`src/rtl/lwf_pkg.sv`:
```
package lwf_pkg;
  typedef enum logic [1:0] {
    FS_IDLE  = 2'd0,
    FS_COUNT = 2'd1,
    FS_SPENT = 2'd2
  } filt_state_e;

  localparam int unsigned N_PATHS      = 2;
  localparam int unsigned PATH_DEEP    = 0;
  localparam int unsigned PATH_SHALLOW = 1;
endpackage

```
`src/rtl/lwf_sync.sv`:
```
module lwf_sync #(
  parameter int unsigned W      = 2,
  parameter int unsigned STAGES = 2
) (
  input  logic         clk,
  input  logic         rst_n,
  input  logic [W-1:0] d,
  output logic [W-1:0] q
);
  logic [W-1:0] chain [STAGES];

  always_ff @(posedge clk or negedge rst_n) begin
    if (!rst_n) chain[0] <= '0;
    else        chain[0] <= d;
  end

  genvar g;
  generate
    for (g = 1; g < STAGES; g++) begin : g_stage
      always_ff @(posedge clk or negedge rst_n) begin
        if (!rst_n) chain[g] <= '0;
        else        chain[g] <= chain[g-1];
      end
    end
  endgenerate

  assign q = chain[STAGES-1];
endmodule

```
`src/rtl/lwf_edge_filter.sv`:
```
module lwf_edge_filter
  import lwf_pkg::*;
#(
  parameter int unsigned LIMIT = 8
) (
  input  logic clk,
  input  logic rst_n,
  input  logic clr,
  input  logic tick,
  input  logic lvl,
  output logic hit
);
  localparam int unsigned CW = (LIMIT > 1) ? $clog2(LIMIT) : 1;
  localparam logic [CW-1:0] LAST = CW'(LIMIT - 1);

  filt_state_e st;
  logic [CW-1:0] cnt;
  logic prev_lvl;
  logic onset;

  assign onset = lvl & ~prev_lvl;

  always_ff @(posedge clk or negedge rst_n) begin
    if (!rst_n) begin
      st       <= FS_IDLE;
      cnt      <= '0;
      hit      <= 1'b0;
      prev_lvl <= 1'b0;
    end else begin
      prev_lvl <= lvl;
      hit      <= 1'b0;
      if (clr) begin
        st  <= FS_IDLE;
        cnt <= '0;
      end else begin
        unique case (st)
          FS_IDLE: begin
            if (onset) begin
              st  <= FS_COUNT;
              cnt <= '0;
            end
          end
          FS_COUNT: begin
            if (!lvl) begin
              st  <= FS_IDLE;
              cnt <= '0;
            end else if (tick) begin
              if (cnt == LAST) begin
                hit <= 1'b1;
                st  <= FS_SPENT;
                cnt <= '0;
              end else begin
                cnt <= cnt + 1'b1;
              end
            end
          end
          FS_SPENT: st <= FS_SPENT;
          default: begin
            st  <= FS_IDLE;
            cnt <= '0;
          end
        endcase
      end
    end
  end

  p_hit_one_cycle_r7: assert property (@(posedge clk) disable iff (!rst_n)
    hit |=> !hit);

  p_release_aborts_r3: assert property (@(posedge clk) disable iff (!rst_n)
    (st == FS_COUNT && !lvl && !clr) |=> (st == FS_IDLE && cnt == '0));

  p_tick_gates_r8: assert property (@(posedge clk) disable iff (!rst_n)
    (st == FS_COUNT && lvl && !tick && !clr) |=> (st == FS_COUNT && $stable(cnt)));

  p_needs_onset_r4: assert property (@(posedge clk) disable iff (!rst_n)
    (st == FS_IDLE && !onset) |=> (st == FS_IDLE));
endmodule

```
`src/rtl/lin_wake_filter.sv`:
```
module lin_wake_filter
  import lwf_pkg::*;
#(
  parameter int unsigned SYNC_STAGES = 2,
  parameter int unsigned DOM_TICKS   = 8,
  parameter int unsigned WEAK_TICKS  = 12,
  parameter bit          WEAK_EN     = 1'b1
) (
  input  logic clk,
  input  logic rst_n,
  input  logic tick,
  input  logic arm,
  input  logic bus_dom,
  input  logic bus_weak_low,
  output logic wake_pulse
);
  logic [N_PATHS-1:0] raw_flags;
  logic [N_PATHS-1:0] s_flags;
  logic [N_PATHS-1:0] path_hit;
  logic               fired;

  assign raw_flags[PATH_DEEP]    = bus_dom;
  assign raw_flags[PATH_SHALLOW] = bus_weak_low;

  lwf_sync #(.W(N_PATHS), .STAGES(SYNC_STAGES)) u_sync (
    .clk   (clk),
    .rst_n (rst_n),
    .d     (raw_flags),
    .q     (s_flags)
  );

  lwf_edge_filter #(.LIMIT(DOM_TICKS)) u_deep (
    .clk   (clk),
    .rst_n (rst_n),
    .clr   (~arm),
    .tick  (tick),
    .lvl   (s_flags[PATH_DEEP]),
    .hit   (path_hit[PATH_DEEP])
  );

  generate
    if (WEAK_EN) begin : g_shallow
      lwf_edge_filter #(.LIMIT(WEAK_TICKS)) u_shallow (
        .clk   (clk),
        .rst_n (rst_n),
        .clr   (~arm),
        .tick  (tick),
        .lvl   (s_flags[PATH_SHALLOW]),
        .hit   (path_hit[PATH_SHALLOW])
      );
    end else begin : g_no_shallow
      assign path_hit[PATH_SHALLOW] = 1'b0;
    end
  endgenerate

  always_ff @(posedge clk or negedge rst_n) begin
    if (!rst_n) begin
      fired      <= 1'b0;
      wake_pulse <= 1'b0;
    end else if (!arm) begin
      fired      <= 1'b0;
      wake_pulse <= 1'b0;
    end else begin
      wake_pulse <= (|path_hit) & ~fired;
      if (|path_hit) fired <= 1'b1;
    end
  end

  p_quiet_disarmed_r1: assert property (@(posedge clk) disable iff (!rst_n)
    !arm |=> !wake_pulse);

  p_once_per_arming_r6: assert property (@(posedge clk) disable iff (!rst_n)
    (fired && arm) |=> !wake_pulse);

  p_pulse_width_r7: assert property (@(posedge clk) disable iff (!rst_n)
    wake_pulse |=> !wake_pulse);

  p_pulse_from_filter_r2: assert property (@(posedge clk) disable iff (!rst_n)
    wake_pulse |-> $past(|path_hit));
endmodule

```
`config.mk`:
```
export PLATFORM = sky130hd
export DESIGN_NAME = lin_wake_filter
export DESIGN_NICKNAME = d
export VERILOG_FILES = /design/src/rtl/lwf_pkg.sv /design/src/rtl/lwf_sync.sv /design/src/rtl/lwf_edge_filter.sv /design/src/rtl/lin_wake_filter.sv
export SDC_FILE = /design/constraint.sdc
export NUM_CORES = 1
export LEC_CHECK = 0
export ABC_AREA = 1
export CORE_AREA = 3 3 46 48
export CTS_BUF_LIST = sky130_fd_sc_hd__clkbuf_16
export DETAILED_ROUTE_END_ITERATION = 6
export DIE_AREA = 0 0 49 51
export DONT_BUFFER_PORTS = 1
export HOLD_SLACK_MARGIN = 0.1
export PLACE_DENSITY = 0.84
export SLEW_MARGIN = 40
export SYNTH_ARGS = -nofsm -noshare
export SYNTH_HDL_FRONTEND = slang
export SYNTH_HIERARCHICAL = 1
export SYNTH_SLANG_ARGS = --single-unit
```
`constraint.sdc`:
```
create_clock -name clk -period 1.7 [get_ports clk]
set_clock_uncertainty 0.15 [all_clocks]
set_input_delay 0.17 -clock clk [delete_from_list [all_inputs] [get_ports clk]]
set_output_delay 0.17 -clock clk [all_outputs]
set_load 0.01 [all_outputs]
```
==> results.sh, run 1 <==
export IMPL_finalPower_mw=1.271
export IMPL_overflow=0
export IMPL_synth_compound_area_frac=0.03049
export IMPL_synth_fa_ha_area_frac=0.03659
export IMPL_synth_simple_gate_area_share=0.3354
export IMPL_synth_avg_cell_area_um2=8.622
export IMPL_antenna_cells=0
export IMPL_synth_top_family_by_area="simple AND/OR/NAND/NOR gates"
export IMPL_yosys_area_top_type="dfrtp_1"
export IMPL_finalWirelength_um=1654
export IMPL_port_buffers=0
export IMPL_synth_edf_count=0
export IMPL_grt_pass1_wl_um=2987
export IMPL_powerDensity_nw_per_um2=1079
export IMPL_fin_tns_setup_ps=0
export IMPL_avgViaCountPerCell=4.934
export IMPL_maxCapViolCount=0
export IMPL_io_pin_count=7
export IMPL_place_area_um2=1042
export IMPL_leakage_nw=0.6251
export IMPL_critPathCaptureType="flip-flop"
export IMPL_drt_met1_wl_um=813
export IMPL_drt_iter0_drc=26
export IMPL_synth_area_leaders="dfrtp_1 (51%), nand2_1 (11%), inv_1 (5.9%)"
export IMPL_vias=750
export IMPL_setup_violations=0
export IMPL_htree_levels=1
export IMPL_yosys_warnings=6
export IMPL_postCtsSetupRepairBufs=0
export IMPL_drc_errors=0
export IMPL_synth_mux_area_frac=0
export IMPL_tritoncts="done"
export IMPL_synth_seq_cells=21
export IMPL_synth_nets=128
export IMPL_ir_drop_uv=1154
export IMPL_slew_headroom=0.6992
export IMPL_gp_congestion=0.9261
export IMPL_insertion_delay_ps=250
export IMPL_r2r_slack_ps=290
export IMPL_whs_ps=147.0
export IMPL_dr_pass1_iters=4
export IMPL_required_ps=1680
export IMPL_numCtsBuffers=3
export IMPL_ant_nets=0
export IMPL_synth_top_area_share=0.5122
export IMPL_synth_cell_types=21
export IMPL_grt_max_degree=22
export IMPL_finalHoldViolCount=0
export IMPL_dp_hpwl_um=1189
export IMPL_dieArea_um2=2499
export IMPL_critPathKind="reg -> reg"
export IMPL_final_period_utilization=0.8308
export IMPL_core_area_um2=1745
export IMPL_clockBufferDepth=2
export IMPL_antenna_found_initial=0
export IMPL_path_cells="ha_1 > ha_1 > inv_1 > nand3_1 > nand3_1 > a21oi_1"
export IMPL_period_needed_ps=1412
export IMPL_fmax_ghz=0.7080
export IMPL_die_y_um=51
export IMPL_crit_fanout=3
export IMPL_synth_area_um2=1026
export IMPL_top_layer="met4"
export IMPL_netlist_instances=119
export IMPL_row_count=15
export IMPL_wl_per_cell_um=10.88
export IMPL_ys_flop_type="dfrtp_1"
export IMPL_synth_xor_area_share=0.008537
export IMPL_drv_slew=0
export IMPL_grt_pass1_vias=711
export IMPL_design_area_um2=1177
export IMPL_start_util=0.5878
export IMPL_hold_class="in -> reg"
export IMPL_worst_slew_pin_slew_ps=451.2
export IMPL_syn_to_final_growth_pct=14.76
export IMPL_cts_root_buffer="clkbuf_16"
export IMPL_status="finished clean"
export IMPL_grtUsageTotal=0.1603
export IMPL_synth_seq_area_share=0.5122
export IMPL_max_stage_delay_ps=400
export IMPL_die_w_um=49
export IMPL_cts_sinks=21
export IMPL_dr_wl_met3_um=66
export IMPL_worstPathArrival_ps=1390
export IMPL_layout_drive_gt1_share=0.1260
export IMPL_crit_path_start_kind="flip-flop"
export IMPL_clk_pin_slew_ps=50
export IMPL_wl_met2_um=760
export IMPL_nets=137
export IMPL_rsz0062_at_grt="false"
export IMPL_critPathSlowestCell="dfrtp_1"
export IMPL_async_reset_ff_frac=1.000
[cells in the mapped netlist, types with 2 or more instances]
| library cell | n |
|---|---|
| nand2_1 | 29 |
| dfrtp_1 | 21 |
| inv_1 | 16 |
| nand3_1 | 11 |
| nor2_1 | 10 |
| nand3_2 | 4 |
| nor3_1 | 4 |
| ha_1 | 3 |
| nand3b_1 | 3 |
| a21oi_1 | 2 |
| buf_4 | 2 |
| nand2_2 | 2 |
| nor2_2 | 2 |
| nor2_4 | 2 |
| o21ai_1 | 2 |
[path summary, 6_finish.rpt]
check | startpoint | to | depth (start not counted)
worst max-delay path | u_deep/cnt[0]$_DFFE_PN0P_ | u_deep/st[1]$_DFFE_PN0P_ | 6
worst min-delay path | arm | u_deep/st[0]$_DFFE_PN0P_ | 4
worst max register to register | u_deep/cnt[0]$_DFFE_PN0P_ | u_deep/st[1]$_DFFE_PN0P_ | 6
worst min register to register | u_sync/chain[2]$_DFF_PN0_ | u_sync/q[0]$_DFF_PN0_ | 0
max in group asynchronous | rst_n | g_shallow.u_shallow/cnt[2]$_DFFE_PN0P_ | 2
min in group asynchronous | rst_n | u_deep/st[0]$_DFFE_PN0P_ | 2
[power breakdown]
group | internal [mW] | switching, mW
Clock | 0.315 | 0.164
Combinational | 0.0744 | 0.138
Sequential | 0.539 | 0.0404
[sequential cells by signal, summed over array words and instances, names as in the netlist]
name,flops
g_shallow.u_shallow/prev_lvl,1
u_deep/hit,1
fired,1
u_sync/chain,2
u_sync/q,2
g_shallow.u_shallow/cnt,4
u_deep/prev_lvl,1
g_shallow.u_shallow/st,2
wake_pulse,1
g_shallow.u_shallow/hit,1
u_deep/cnt,3
u_deep/st,2
[cells by family (layout without fill, tap and decap cells)]
group / Yosys count / count (layout)
buffers and inverters: 19 / 27
and+or+nand+nor: 69 / 69
DFF: 21 / 21
adders and majority gates: 3 / 3
xor gates and xnor gates: 1 / 1
AOI/OAI and AO/OA: 6 / 6
[layer usage]
layer,vias up,global-route usage
met5,-,0
met4,0,0.05687
met3,2,0.05248
met2,20,0.2489
met1,335,0.2102
li1,393,-
[critical path, delay by kind of cell, from the launching register on]
family                     cells  cell delay (ps)
adders and majority gates      2              380
buffers and inverters          1               70
and+or+nand+nor                2              240
DFF                            1              400
AOI/OAI and AO/OA              1               50
[cell usage in the layout (no fill, tap or decap), types with 3 or more instances in the layout]
| cell | instances |
|---|---|
| nand2_1 | 29 |
| dfrtp_1 | 21 |
| inv_1 | 16 |
| nand3_1 | 11 |
| nor2_1 | 10 |
| dlygate4sd3_1 | 5 |
| nor3_1 | 4 |
| nand3_2 | 4 |
| clkbuf_16 | 3 |
| nand3b_1 | 3 |
| ha_1 | 3 |
[final cells by class]
type | count | area [um^2]
Clock inverter | 1 | 5.005
Timing Repair Buffer | 6 | 55.05
Clock buffer | 3 | 75.07
Fill cell | 136 | 568.0
Inverter | 17 | 63.81
Sequential cell | 21 | 525.5
Tap cell | 25 | 31.28
Multi-Input combinational cell | 79 | 421.7
[through the flow]
stage               worst slack, ps  std cells  utilization
CTS                           296.3        151       0.6717
global placement              336.4        142       0.5971
finish                        287.6        152       0.6746
global route                  168.8        152       0.6746
floorplan                     403.3        119            -
detailed placement            313.8        142       0.5971
[what timing repair did]
item | 4_1_cts | 5_1_grt
hold buffers | 5 | 1
gates resized for setup | 0 | 0
endpoints found under the hold margin | 29 | 21
Power figures use the tool's default switching activity.
==> run 2: changes to the inputs <==
- ABC_AREA: 1 -> 0
- CORE_AREA: 3 3 46 48 -> 3 3 47 49
- DIE_AREA: 0 0 49 51 -> 0 0 50 52
- PLACE_DENSITY: 0.84 -> 0.81
- clock period: 1.7 -> 1.2 ns (I/O delays scaled with it)
==> run 2 against run 1 <==
  * The run now ends with negative setup slack left
  * Routed wire length rose by 66%
  * Count of clock-buffer cells in the layout did not move
  * Final area rose by 22%
  * Combinational power fell by 12%
  * Critical path type unchanged
  * Die area rose by 4.0%
  * Global-route usage rose by 5.0 points
  * Fmax fell by 9.3%
  * Via count rose by 5.2%
==> results.sh, run 2 <==
export IMPL_synth_area_um2=967.2
export IMPL_grtUsageTotal=0.2107
export IMPL_synth_seq_cells=21
export IMPL_gp_congestion=0.7626
export IMPL_rsz0062_at_grt="true"
export IMPL_finalHoldViolCount=0
export IMPL_crit_fanout=3
export IMPL_regMostFlops="g_shallow.u_shallow/cnt"
export IMPL_design_area_um2=1441
export IMPL_critPathCaptureType="flip-flop"
export IMPL_worstPathArrival_ps=1580
export IMPL_dr_pass1_iters=4
export IMPL_synth_top_area_share=0.5433
export IMPL_io_pin_count=7
export IMPL_synth_edf_count=0
export IMPL_finalNonFillerCells=141
export IMPL_async_reset_ff_frac=1.000
export IMPL_start_util=0.5086
export IMPL_cts_root_buffer="clkbuf_16"
export IMPL_status="complete, but fails checks"
export IMPL_layout_drive_gt1_share=0.4649
export IMPL_syn_to_final_growth_pct=49.03
export IMPL_ys_flop_type="dfrtp_1"
export IMPL_final_common_cell="buf_4"
export IMPL_place_area_um2=1140
export IMPL_nets=124
export IMPL_drc_errors=0
export IMPL_die_y_um=52
export IMPL_slew_headroom=0.6112
export IMPL_die_w_um=50
export IMPL_synth_common_cells="dfrtp_1 (21), nor2_1 (8), inv_1 (7)"
export IMPL_synth_avg_cell_area_um2=11.65
export IMPL_largest_reg_flops=4
export IMPL_leakage_nw=0.6559
export IMPL_synth_cell_types=32
export IMPL_port_buffers=0
export IMPL_insertion_delay_ps=250
export IMPL_avgViaCountPerCell=5.596
export IMPL_cts_sinks=21
export IMPL_dieArea_um2=2600
export IMPL_synth_area_leaders="dfrtp_1 (54%), ha_1 (3.9%), mux2i_1 (3.1%)"
export IMPL_clk_pin_slew_ps=50
export IMPL_antenna_found_initial=0
export IMPL_yosys_warnings=6
export IMPL_drt_iter0_drc=19
export IMPL_drv_slew=0
export IMPL_wl_per_cell_um=19.50
export IMPL_period_needed_ps=1557
export IMPL_reg_top3="g_shallow.u_shallow/cnt: 4 flops, u_deep/cnt: 3 flops"
export IMPL_yosys_cell_count_top_type="dfrtp_1"
export IMPL_clockBufferDepth=2
export IMPL_violations="negative setup slack"
export IMPL_ant_nets=0
export IMPL_row_count=16
export IMPL_grt_pass1_vias=795
export IMPL_htree_levels=1
export IMPL_grt_max_degree=22
export IMPL_required_ps=1230
export IMPL_numCtsBuffers=3
export IMPL_setup_slack_ps=-356.8
export IMPL_dp_hpwl_um=1313
export IMPL_critPathKind="reg -> reg"
export IMPL_yosys_area_top_type="dfrtp_1"
export IMPL_most_common_layout_cells="buf_4 (22), dfrtp_1 (20), inv_1 (8)"
export IMPL_maxCapViolCount=0
export IMPL_overflow=0
export IMPL_fmax_ghz=0.6423
export IMPL_powerDensity_nw_per_um2=1111
export IMPL_synth_seq_area_share=0.5433
export IMPL_vias=789
export IMPL_final_period_utilization=1.297
export IMPL_antenna_cells=0
export IMPL_hold_class="in -> reg"
export IMPL_setup_violations=13
export IMPL_finalWirelength_um=2749
export IMPL_tritoncts="done"
export IMPL_synth_nets=92
export IMPL_grt_pass1_wl_um=3953
export IMPL_n_fill_cell=98
export IMPL_dp_cells=123
export IMPL_worst_slew_pin_slew_ps=583.2
export IMPL_netlist_instances=83
export IMPL_crit_path_start_kind="flip-flop"
export IMPL_ir_drop_uv=1064
export IMPL_core_area_um2=1902
-- run 2: cell count changes in the layout (fill, tap and decap cells not counted), sizes merged, moves of 3 or more --
| cell | delta |
|---|---|
| inv | -9 |
| nor2b | +3 |
| mux2i | +3 |
| nand2 | -25 |
| nand3 | -13 |
| nand3b | -3 |
| buf | +24 |
| nor2 | -6 |
| o21ai | -3 |
-- run 2: layout make-up --
type	count	area [um^2]	area share
multi-input combinational	52	530.5	0.3681
timing repair buffer	30	245.2	0.1701
sequential	21	526.8	0.3655
clock buffer	3	75.07	0.05208
tap	27	33.78	0.02344
inverter	7	26.28	0.01823
clock inverter	1	3.754	0.002604
-- run 2: logic make-up after synthesis --
family / Yosys count / share of synthesized area
AND/OR/NAND/NOR: 34 / 0.2199
flip-flops: 21 / 0.5433
AO/OA/AOI/OAI: 12 / 0.1190
buffers and inverters: 10 / 0.04786
multiplexers: 3 / 0.03105
adder cells (fa/ha/maj): 3 / 0.03881
-- run 2: timing repair --
item,in CTS,in global routing
endpoints found under the setup margin,13,13
gates resized for setup,15,9
hold buffers,5,1
pin swaps,16,9
endpoints found under the hold margin,36,21
buffers inserted,4,5
-- run 2: path summary, 6_finish.rpt --
path | startpoint | endpoint | slack [ps] | cells after the start
worst max-delay path | u_deep/st[1]$_DFFE_PN0P_ | u_deep/cnt[1]$_DFFE_PN0P_ | -360 | 3
worst max register to register | u_deep/st[1]$_DFFE_PN0P_ | u_deep/cnt[1]$_DFFE_PN0P_ | -360 | 3
max in group asynchronous | rst_n | g_shallow.u_shallow/st[0]$_DFFE_PN0P_ | 290 | 2
min in group asynchronous | rst_n | g_shallow.u_shallow/hit$_DFF_PN0_ | 260 | 2
worst min register to register | u_sync/chain[3]$_DFF_PN0_ | u_sync/q[1]$_DFF_PN0_ | 200 | 0
worst min-delay path | arm | u_deep/hit$_DFF_PN0_ | 180 | 4
-- run 2: critical path: stages, from the launching register on --
cell     delay (ps)
dfrtp_1         400
or4bb_4         580
o32ai_4         150
a32o_1          200
-- run 2: report_power, final --
group / switching, mW / internal, mW
logic: 0.0940 / 0.0932
clock network: 0.232 / 0.443
registers: 0.0124 / 0.727
-- run 2: per-stage QoR --
step           setup WS [ps]  setup TNS, ps  hold slack, ps  power [mW]  utilization
2_1_floorplan         -277.8          -1941          -325.6      0.8176            -
3_3_place_gp          -257.3          -2128          -325.0      0.8462       0.5993
3_5_place_dp          -310.1          -2565          -325.1      0.8506       0.5993
4_1_cts               -311.4          -3555           61.83       1.583       0.7138
5_1_grt               -387.6          -3928           204.7       1.654       0.7579
6_report              -356.8          -3417           177.1       1.601       0.7579
-- run 2: per-layer routing --
layer	wire length, um	vias up	track usage
met5	0	-	0
met4	57	0	0.08295
met3	74	6	0.03725
met2	1419	22	0.3739
met1	1197	399	0.2514
li1	-	362	-
